[src/rtl/audio_link_pkg.sv]
package audio_link_pkg;

  typedef enum logic {
    FMT_I2S  = 1'b0,
    FMT_MSBJ = 1'b1
  } frame_fmt_e;

  // Frame-sync level for the bit period of a given slot (slot 0 = left MSB).
  function automatic logic ws_level(input frame_fmt_e fmt, input int unsigned slot,
                                    input int unsigned half);
    if (fmt == FMT_MSBJ) return slot < half;
    // I2S: sync leads the data by one slot and is high for the right channel
    return (slot >= half - 1) && (slot <= 2 * half - 2);
  endfunction

endpackage

[src/rtl/als_bitclk_gen.sv]
module als_bitclk_gen #(
  parameter int DIV_W = 8
) (
  input  logic             clk,
  input  logic             rst,
  input  logic             run,
  input  logic [DIV_W-1:0] div_half,
  output logic             sck,
  output logic             rise_p,
  output logic             fall_p
);
  logic [DIV_W-1:0] cnt;

  always_ff @(posedge clk) begin
    if (rst || !run) begin
      cnt    <= '0;
      sck    <= 1'b0;
      rise_p <= 1'b0;
      fall_p <= 1'b0;
    end else begin
      rise_p <= 1'b0;
      fall_p <= 1'b0;
      if (cnt == div_half) begin
        cnt    <= '0;
        sck    <= ~sck;
        rise_p <= ~sck;
        fall_p <= sck;
      end else begin
        cnt <= cnt + 1'b1;
      end
    end
  end
endmodule

[src/rtl/als_pin_sync.sv]
module als_pin_sync #(
  parameter int STAGES = 2
) (
  input  logic clk,
  input  logic rst,
  input  logic sck_pin,
  input  logic fs_pin,
  input  logic sd_pin,
  output logic sck_rise,
  output logic sck_fall,
  output logic fs_q,
  output logic sd_q
);
  localparam int NPIN = 3;

  logic [STAGES-1:0][NPIN-1:0] chain;
  logic [NPIN-1:0]             pins;
  logic                        sck_d;

  assign pins = {sd_pin, fs_pin, sck_pin};

  always_ff @(posedge clk) begin
    if (rst) begin
      chain <= '0;
      sck_d <= 1'b0;
    end else begin
      chain <= {chain[STAGES-2:0], pins};
      sck_d <= chain[STAGES-1][0];
    end
  end

  assign sck_rise = chain[STAGES-1][0] & ~sck_d;
  assign sck_fall = ~chain[STAGES-1][0] & sck_d;
  assign fs_q     = chain[STAGES-1][1];
  assign sd_q     = chain[STAGES-1][2];
endmodule

[src/rtl/als_tx_path.sv]
module als_tx_path #(
  parameter int FRAME_W = 32,
  parameter int SLOT_W  = 5
) (
  input  logic               clk,
  input  logic               rst,
  input  logic               en,
  input  logic               fall_p,
  input  logic [SLOT_W-1:0]  slot_nxt,
  input  logic               avail,
  input  logic [FRAME_W-1:0] word,
  output logic               sd,
  output logic               pop
);
  localparam logic [SLOT_W-1:0] TOP = SLOT_W'(FRAME_W - 1);

  logic [FRAME_W-1:0] shreg;
  logic [SLOT_W-1:0]  idx;

  assign idx = TOP - slot_nxt;

  always_ff @(posedge clk) begin
    if (rst || !en) begin
      shreg <= '0;
      sd    <= 1'b0;
      pop   <= 1'b0;
    end else begin
      pop <= 1'b0;
      if (fall_p) begin
        if (slot_nxt == '0) begin
          shreg <= avail ? word : '0;
          sd    <= avail & word[FRAME_W-1];
          pop   <= avail;
        end else begin
          sd <= shreg[idx];
        end
      end
    end
  end
endmodule

[src/rtl/als_rx_path.sv]
module als_rx_path #(
  parameter int FRAME_W = 32,
  parameter int SLOT_W  = 5
) (
  input  logic               clk,
  input  logic               rst,
  input  logic               en,
  input  logic               rise_p,
  input  logic [SLOT_W-1:0]  slot,
  input  logic               bit_in,
  output logic [FRAME_W-1:0] word,
  output logic               push
);
  localparam logic [SLOT_W-1:0] TOP = SLOT_W'(FRAME_W - 1);

  logic [FRAME_W-1:0] shreg;
  logic               armed;

  always_ff @(posedge clk) begin
    if (rst) begin
      word <= '0;
    end else if (en && rise_p && armed && slot == TOP) begin
      word <= {shreg[FRAME_W-2:0], bit_in};
    end
  end

  always_ff @(posedge clk) begin
    if (rst || !en) begin
      shreg <= '0;
      armed <= 1'b0;
      push  <= 1'b0;
    end else begin
      push <= 1'b0;
      if (rise_p) begin
        shreg <= {shreg[FRAME_W-2:0], bit_in};
        if (slot == '0) armed <= 1'b1;
        if (slot == TOP && armed) push <= 1'b1;
      end
    end
  end
endmodule

[src/rtl/audio_link_ser.sv]
module audio_link_ser
  import audio_link_pkg::*;
#(
  parameter int SAMPLE_W    = 16,
  parameter int DIV_W       = 8,
  parameter int SYNC_STAGES = 2
) (
  input  logic                  clk,
  input  logic                  rst,
  input  logic                  link_en,
  input  logic                  left_just,
  input  logic                  clk_drive,
  input  logic                  loop_en,
  input  logic                  play_off,
  input  logic                  rec_off,
  input  logic [DIV_W-1:0]      div_half,
  input  logic                  sck_in,
  input  logic                  fs_in,
  input  logic                  sd_in,
  output logic                  sck_out,
  output logic                  fs_out,
  output logic                  sd_out,
  input  logic                  tx_avail,
  input  logic [2*SAMPLE_W-1:0] tx_word,
  output logic                  tx_pop,
  output logic [2*SAMPLE_W-1:0] rx_word,
  output logic                  rx_push
);
  localparam int FRAME_W = 2 * SAMPLE_W;
  localparam int SLOT_W  = $clog2(FRAME_W);
  localparam logic [SLOT_W-1:0] SLOT_LAST = SLOT_W'(FRAME_W - 1);

  logic              active, m_run;
  logic              m_rise, m_fall, s_rise, s_fall, s_fs, s_sd;
  logic              rise_e, fall_e;
  logic [SLOT_W-1:0] slot, slot_nxt, resync_val;
  logic              fs_r, fs_rr, resync;
  logic              rx_bit;
  frame_fmt_e        fmt;

  assign fmt    = frame_fmt_e'(left_just);
  assign active = link_en & ~(play_off & rec_off);
  assign m_run  = active & clk_drive;

  als_bitclk_gen #(.DIV_W(DIV_W)) u_gen (
    .clk(clk), .rst(rst), .run(m_run), .div_half(div_half),
    .sck(sck_out), .rise_p(m_rise), .fall_p(m_fall)
  );

  als_pin_sync #(.STAGES(SYNC_STAGES)) u_sync (
    .clk(clk), .rst(rst), .sck_pin(sck_in), .fs_pin(fs_in), .sd_pin(sd_in),
    .sck_rise(s_rise), .sck_fall(s_fall), .fs_q(s_fs), .sd_q(s_sd)
  );

  assign rise_e = active & (clk_drive ? m_rise : s_rise);
  assign fall_e = active & (clk_drive ? m_fall : s_fall);

  // Slave alignment: the frame sync seen at the last two rising edges
  always_comb begin
    resync     = 1'b0;
    resync_val = '0;
    if (!clk_drive) begin
      if (fmt == FMT_MSBJ) begin
        resync     = fs_r & ~fs_rr;
        resync_val = SLOT_W'(1);
      end else begin
        resync     = fs_rr & ~fs_r;
      end
    end
    if (resync)                 slot_nxt = resync_val;
    else if (slot == SLOT_LAST) slot_nxt = '0;
    else                        slot_nxt = slot + 1'b1;
  end

  always_ff @(posedge clk) begin
    if (rst || !active) begin
      slot  <= SLOT_LAST;
      fs_r  <= 1'b0;
      fs_rr <= 1'b0;
    end else begin
      if (rise_e) begin
        fs_r  <= s_fs;
        fs_rr <= fs_r;
      end
      if (fall_e) slot <= slot_nxt;
    end
  end

  always_ff @(posedge clk) begin
    if (rst || !active || !clk_drive) fs_out <= 1'b0;
    else if (fall_e) fs_out <= ws_level(fmt, int'(slot_nxt), SAMPLE_W);
  end

  als_tx_path #(.FRAME_W(FRAME_W), .SLOT_W(SLOT_W)) u_tx (
    .clk(clk), .rst(rst), .en(active & ~play_off), .fall_p(fall_e),
    .slot_nxt(slot_nxt), .avail(tx_avail), .word(tx_word),
    .sd(sd_out), .pop(tx_pop)
  );

  assign rx_bit = loop_en ? sd_out : s_sd;

  als_rx_path #(.FRAME_W(FRAME_W), .SLOT_W(SLOT_W)) u_rx (
    .clk(clk), .rst(rst), .en(active & ~rec_off), .rise_p(rise_e),
    .slot(slot), .bit_in(rx_bit), .word(rx_word), .push(rx_push)
  );
endmodule

[config.mk]
export PLATFORM = sky130hd
export DESIGN_NAME = audio_link_ser
export DESIGN_NICKNAME = d
export VERILOG_FILES = /design/src/rtl/audio_link_pkg.sv /design/src/rtl/als_bitclk_gen.sv /design/src/rtl/als_pin_sync.sv /design/src/rtl/als_tx_path.sv /design/src/rtl/als_rx_path.sv /design/src/rtl/audio_link_ser.sv
export SDC_FILE = /design/constraint.sdc
export NUM_CORES = 1
export LEC_CHECK = 0
export CAP_MARGIN = 25
export CORE_MARGIN = 2
export CORE_UTILIZATION = 50
export DETAILED_ROUTE_END_ITERATION = 8
export GPL_TIMING_DRIVEN = 0
export PLACE_DENSITY_LB_ADDON = 0.15
export SLEW_MARGIN = 20
export SYNTH_ARGS = -nofsm -noshare
export SYNTH_HDL_FRONTEND = slang
export SYNTH_SLANG_ARGS = --single-unit
[constraint.sdc]
create_clock -name clk -period 3 [get_ports clk]
set_clock_uncertainty 0.2 [all_clocks]
set_input_delay 0.6 -clock clk [delete_from_list [all_inputs] [get_ports clk]]
set_output_delay 0.6 -clock clk [all_outputs]
set_load 0.005 [all_outputs]
---- Yosys cells after proc, flatten, opt, wreduce, memory -nomap -nowiden ----
Cells that the tools add are included.
Widths: inputs -> output; s select.
word-level totals
  ROM bits ................................ 0
  memories kept ........................... 0
  bits in writable memories ............... 0
  input port bits ......................... 52
  register bits ........................... 125
  output and inout bits ................... 37
  logic and storage cells ................. 93
  latch bits .............................. 0
operators by class
  $mul .................................... 0
  bitwise operators ....................... 24
  div/mod/pow operators ................... 0
  shift-type cells ........................ 0
  multiplexer cells ....................... 19
  reductions and logical operators ........ 23
  equal/unequal tests ..................... 2
  order comparisons ....................... 4
  add/sub/neg operators ................... 3
operators with widths
  operator             number
  $mux 32              1
  $mux 5               3
  $mux 1               14
  $and 1x1->1          12
  $not 1->1            12
  $logic_not 5->1      2
  $add 8x1->8 const B  1
  $eq 8x8->1           1
  $lt 5x6->1 const B   1
  $reduce_or 2->1      3
  $add 5x1->5 const B  1
  $bmux 1 s5           1
  $eq 5x5->1 const B   1
  $ge 5x4->1 const B   1
  $le 5x5->1 const B   1
  $logic_and 1x1->1    5
  $logic_not 1->1      5
  $logic_or 1x1->1     5
  $lt 5x5->1 const B   1
  $sub 5x5->5 const A  1
  $reduce_and 2->1     2
  $reduce_or 3->1      1

---- Depth between registers and ports, before layout ----
  word-level depth ........................ 9
  depth in mapped cells ................... 11
  mapped depth without buffers ............ 10

---- Hierarchy ----
Synthesis repeated with hierarchy kept, for this count alone.
second synthesis, totals
  cells, all modules ...................... 507
  area total of the unflattened synthesis .. 5340.1 µm²
by module, submodules not included
  module          cells an instance  sequential area each (µm²)  area each (µm²)  instances
  als_rx_path     249                1301.2                      2632.5           1
  als_tx_path     121                680.7                       1382.6           1
  audio_link_ser  68                 160.2                       605.6            1
  als_bitclk_gen  53                 220.2                       523.0            1
  als_pin_sync    16                 140.1                       196.4            1

---- Worst setup path before layout ----
OpenSTA, ideal clock, no wires.
  kind .................................... register to register
  from .................................... register slot[0]
  to ...................................... register u_tx.sd
  setup slack ............................. 0.275 ns
  buffers on the path ..................... 1
  setup time .............................. 0.095 ns
  stages on the path, launching flop included .. 11
  required time ........................... 2.705 ns
  period minus slack after synthesis ...... 2.725 ns
  arrival ................................. 2.429 ns
  cell sequence ........................... dfxtp_1 ha_1 and3_1 ha_1 o31ai_2 nand2_2 buf_6 mux2i_1 a221oi_1 mux2i_1 o311ai_1
on the way
  word-level cells in the longest chain between the ends .. 7
  elaborated cells on any way between the ends .. 9
  those cells by class .................... add/sub (2); eq/ne (1); mux (5); reduce/logical (1)
ends and longest elaborated chain
  element                                    line                                        RTL
  from (decl)                                audio_link_ser.sv:36                        logic [SLOT_W-1:0] slot, slot_nxt, resync_val;
  from (signal assigned)                     audio_link_ser.sv:85                        if (fall_e) slot <= slot_nxt;
  $add 5x1->5 or $eq 5x5->1 (tied branches)  audio_link_ser.sv:72, audio_link_ser.sv:71
  $mux 5 (*)                                 audio_link_ser.sv:71                        else if (slot == SLOT_LAST) slot_nxt = '0;
  $mux 5 (*)                                 audio_link_ser.sv:70                        if (resync) slot_nxt = resync_val;
  $sub 5x5->5                                als_tx_path.sv:20                           assign idx = TOP - slot_nxt;
  $bmux 1 s5                                 als_tx_path.sv:35                           sd <= shreg[idx];
  $mux 1 (implied by the code)               als_tx_path.sv:35
  $mux 1 (*)                                 als_tx_path.sv:30                           if (slot_nxt == '0) begin
  to (signal assigned)                       als_tx_path.sv:32                           sd <= avail & word[FRAME_W-1];
  to (signal assigned)                       als_tx_path.sv:35
  to (decl)                                  als_tx_path.sv:12                           output logic sd,
Mark *: on every way between the ends. The rest lies on a longest branch, timed or not. The select of a mux whose other input is x is not followed.
A chain may end at the register's enable or synchronous reset.

---- Worst setup path after layout ----
  from .................................... register slot[0]
  to ...................................... register u_tx.shreg[13]
on the way
  word-level cells in the longest chain between the ends .. 5
  elaborated cells on any way between the ends .. 6
  those cells by class .................... add/sub (1); eq/ne (1); mux (2); reduce/logical (2)
ends and longest elaborated chain
  element                                    line                                        RTL
  $add 5x1->5 or $eq 5x5->1 (tied branches)  audio_link_ser.sv:72, audio_link_ser.sv:71
  $mux 5 (*)                                 audio_link_ser.sv:71
  $mux 5 (*)                                 audio_link_ser.sv:70
  $logic_not 5->1 (*)                        als_tx_path.sv:30
  $reduce_and 2->1 (no line) (*)             n/a
  to (signal assigned)                       als_tx_path.sv:31                           shreg <= avail ? word : '0;
  to (decl)                                  als_tx_path.sv:17                           logic [FRAME_W-1:0] shreg;
Mark *: on every way between the ends. The rest lies on a longest branch, timed or not.

==> results.md <==
| Result | This run | Unit |
|:---|:---|:---|
| Via count of the first global-routing pass | 3896 | - |
| Number of max-capacitance violations reported | 0 | - |
| Placement Rows | 36 | - |
| Fill cell count | 787 | - |
| Hold buffers post-CTS | 0 | - |
| Vias after detailed routing | 4085 | - |
| Part of the total power dissipated in sequential elements | 43.0 | % |
| Final wirelength | 10.65 | mm |
| Overall die area | 10550 | um2 |
| Post-synthesis net count | 600 | - |
| Routability Congestion | 0.8045 | - |
| Setup repair after global routing missed its margin | false | - |
| Critical Path Sink Type | flip-flop | - |
| Grt ovf | 0 | - |
| Critical Path RT | 3.20 | ns |
| Arrival time reported for the critical path endpoint | 3.04 | ns |
| Share of total power in combinational logic | 3.5 | % |
| Fraction of met2 tracks used by global routing | 34.89 | % |
| Path category of the worst min-delay check | reg2reg | - |
| Synth-to-Final Area Change | 34.71 | % |
| Synthesized area divided by synthesized cell count | 8.952 | um2 |
| Max Clock Freq | 351.5 | MHz |
| Die Ht | 102.7 | um |
| Sort of element at the start of the critical path | flip-flop | - |
| Final critical-path setup slack | 0.1551 | ns |
| Unique masters post-synth | 45 | - |
| Largest voltage drop on the vdd net | 0.3677 | mV |
| Final hold violation count | 0 | - |
| Path type of the worst setup path | reg2reg | - |
| Share of power burned in the clock network | 53.5 | % |
| Clock tree buffer depth | 2 | - |
| Number of flops mapped to enable cells by yosys | 0 | - |
| Wirelength per Cell | 13.36 | um |
| P_int | 0.003080 | W |
| Clock sink count | 125 | - |
| Synthesized instance count | 544 | - |
| Total core area | 9594 | um2 |
| Share of total power consumed by net switching | 20.55 | % |
| Buffer type at the clock tree root | sky130_fd_sc_hd__clkbuf_8 | - |
| Storage element area | 2504 | um2 |
| GRT Resource Usage Total | 20.94 | % |
| Initial antenna violation count | 0 | - |
| Leading cell type in the layout, fill and taps excluded | sky130_fd_sc_hd__nand2_1 | - |
| Leakage component of the power | 2.332 | nW |
| Iteration-0 DRC Markers | 130 | - |
| Flops & latches, synth | 125 | - |
| Share of layout cells above drive strength 1 | 9.337 | % |
| Effective utilization at floorplan | 50.76 | % |
| Status | finished clean | - |
| Number of remaining DRC errors | 0 | - |
| Met1 global-route usage | 26.08 | % |
| H-tree Lvls | 4 | - |
| Proportion of register bits with asynchronous set or reset after synthesis | 0 | % |
| Count of final max-slew check failures | 0 | - |
| Top-Level Pins | 89 | - |
| Net switching power figure | 0.0007965 | W |
| Number of CTS-inserted buffers | 17 | - |
| Via count normalized by instance count | 5.125 | - |
| Net count, final | 707 | - |
| CTS clk-pin slew, worst paths | 0.06 | ns |
| Setup WS pre-CTS | -0.2285 | ns |
| Met3 track utilization from global routing | 4.407 | % |
| Wire length of the first global-routing pass | 17.23 | mm |
| Seq/Total Area, Yosys | 51.39 | % |
| Max-Slew Margin vs Limit | 57.78 | % |
| Antenna cells | 0 | - |
| Final setup viols | 0 | - |
| Critical path fanouts, max | 10 | - |
| Iteration count of the initial detailed-routing pass | 4 | - |
| Period minus WS final | 2.845 | ns |
| Most used cells in the layout excluding fill and tap cells | sky130_fd_sc_hd__nand2_1, sky130_fd_sc_hd__dfxtp_1, sky130_fd_sc_hd__clkdlybuf4s50_1, sky130_fd_sc_hd__a21oi_1, sky130_fd_sc_hd__a22o_1 | - |
| Routed Antenna Nets | 0 | - |
| CTS tree | built | - |
| Clk Latency, worst-skew pair | 0.51 | ns |
| Total power draw | 0.003877 | W |
| Area taken by multi-input logic gates | 2210 | um2 |
| Pin slew with the least headroom to its limit | 0.6333 | ns |
| Die Width | 102.7 | um |
| Global route hottest layer | met2 | - |
| # port buffers | 87 | - |
| Number of warnings issued by yosys | 0 | - |
| Half-perimeter wire length after placement | 7.774 | mm |
| Period utilization | 94.83 | % |
| Maximum number of pins on one net before global-route repair | 17 | - |
| Post-synth design cell area | 4870 | um2 |
| Top flip-flop cell by instance count after synthesis | sky130_fd_sc_hd__dfxtp_1 | - |
| Power density of the placed cells | 590.9 | nW/um2 |
## cells in the mapped netlist (all sizes together), types with 2 or more instances
| master | instances | area (um2) |
|---|---|---|
| nor3 | 5 | 25.02 |
| nor3b | 2 | 26.28 |
| a21oi | 75 | 390.4 |
| o22ai | 5 | 31.28 |
| nor2 | 21 | 86.33 |
| mux2i | 12 | 120.1 |
| clkbuf | 20 | 75.07 |
| buf | 9 | 90.08 |
| nand2b | 5 | 31.28 |
| xor2 | 16 | 140.1 |
| inv | 6 | 22.52 |
| o211ai | 2 | 15.01 |
| a22o | 28 | 245.2 |
| nand2 | 148 | 558.0 |
| mux2 | 8 | 90.09 |
| nand3 | 14 | 70.07 |
| ha | 4 | 50.05 |
| a211oi | 2 | 15.01 |
| a21o | 2 | 15.01 |
| and3 | 4 | 25.02 |
| dfxtp | 125 | 2502 |
| and2 | 2 | 12.51 |
| a221oi | 4 | 52.56 |
| o21ai | 3 | 15.01 |
| nor4 | 2 | 12.51 |
| nor2b | 8 | 50.05 |
## power by group through the flow
stage,clock [W],combinational (W),sequential (W)
final,0.00207,0.000136,0.00167
after global routing,0.00217,0.000146,0.00167
after CTS,0.00210,0.000136,0.00167
after detailed placement,0,0.000134,0.00170
after global placement,0,0.000132,0.00170
after floorplan,0,0.0000488,0.00170
## worst max-delay path, stage by stage (launching register included)
cell and delay, ns:
sky130_fd_sc_hd__dfxtp_2 0.42, sky130_fd_sc_hd__ha_1 0.21, sky130_fd_sc_hd__and3_1 0.18, sky130_fd_sc_hd__ha_2 0.32
sky130_fd_sc_hd__nand2b_1 0.21, sky130_fd_sc_hd__o211ai_1 0.15, sky130_fd_sc_hd__a221oi_4 0.32, sky130_fd_sc_hd__and2_1 0.19
sky130_fd_sc_hd__buf_6 0.13, sky130_fd_sc_hd__nor2_4 0.06, sky130_fd_sc_hd__buf_6 0.14, sky130_fd_sc_hd__a22o_1 0.19
## state kept, by name, summed over array words and instances (netlist names), 4 cells and up
signal        flops
u_sync.chain      4
u_tx.shreg       32
slot              5
u_gen.cnt         8
u_rx.word        32
u_rx.shreg       31
## stage by stage
step / std cells / setup TNS [ns] / utilization (%) / hold slack [ns] / cell area [um2]
after detailed placement: 764 / -1.929 / 61.57 / 0.2218 / 5907
after global placement: 764 / -0.9742 / 61.57 / 0.2191 / 5907
after CTS: 796 / 0 / 68.21 / 0.2350 / 6544
final: 797 / 0 / 68.38 / 0.2325 / 6560
after global routing: 797 / 0 / 68.38 / 0.2536 / 6560
after floorplan: 544 / 0 / - / 0.2138 / 4870
## cell families (layout without fill, tap and decap cells)
group,after synthesis,count (layout),synth area share (%)
xor+xnor,17,17,3.057
simple gates,216,216,19.24
buf+inv,35,155,3.854
flops,125,125,51.39
fa+ha+maj,4,4,1.028
mux,20,20,4.317
compound gates,127,127,17.11
## routing by layer
metal | up-vias | part of all wire [%]
met4 | 0 | 1.9
li1 | 2082 | -
met1 | 1873 | 45
met2 | 110 | 48
met3 | 20 | 5.0
met5 | - | 0
## path summary, 6_finish.rpt
kind,slack [ns],to,cells past startpoint,from
setup / recovery,0.16,u_tx.shreg[13],11,slot[0]
hold / removal,0.23,u_sync.sd_q,1,u_sync.chain[2]
setup reg to reg,0.16,u_tx.shreg[13],11,slot[0]
hold reg to reg,0.23,u_sync.sd_q,1,u_sync.chain[2]
## layout make-up
class	instances	share of cell area, %
Sequential cell	125	38.17
Multi-Input combinational cell	384	33.68
Timing Repair Buffer	88	13.39
Clock buffer	20	6.943
Tap cell	133	2.537
Buffer	29	2.518
Clock inverter	12	2.422
Inverter	6	0.3433
## what timing repair did
item,in CTS,in global routing
setup endpoints to repair,1,9
resized for setup,4,2
setup buffers,0,1
pin swaps,1,1
Note: power is estimated with default switching activity, not from simulation.
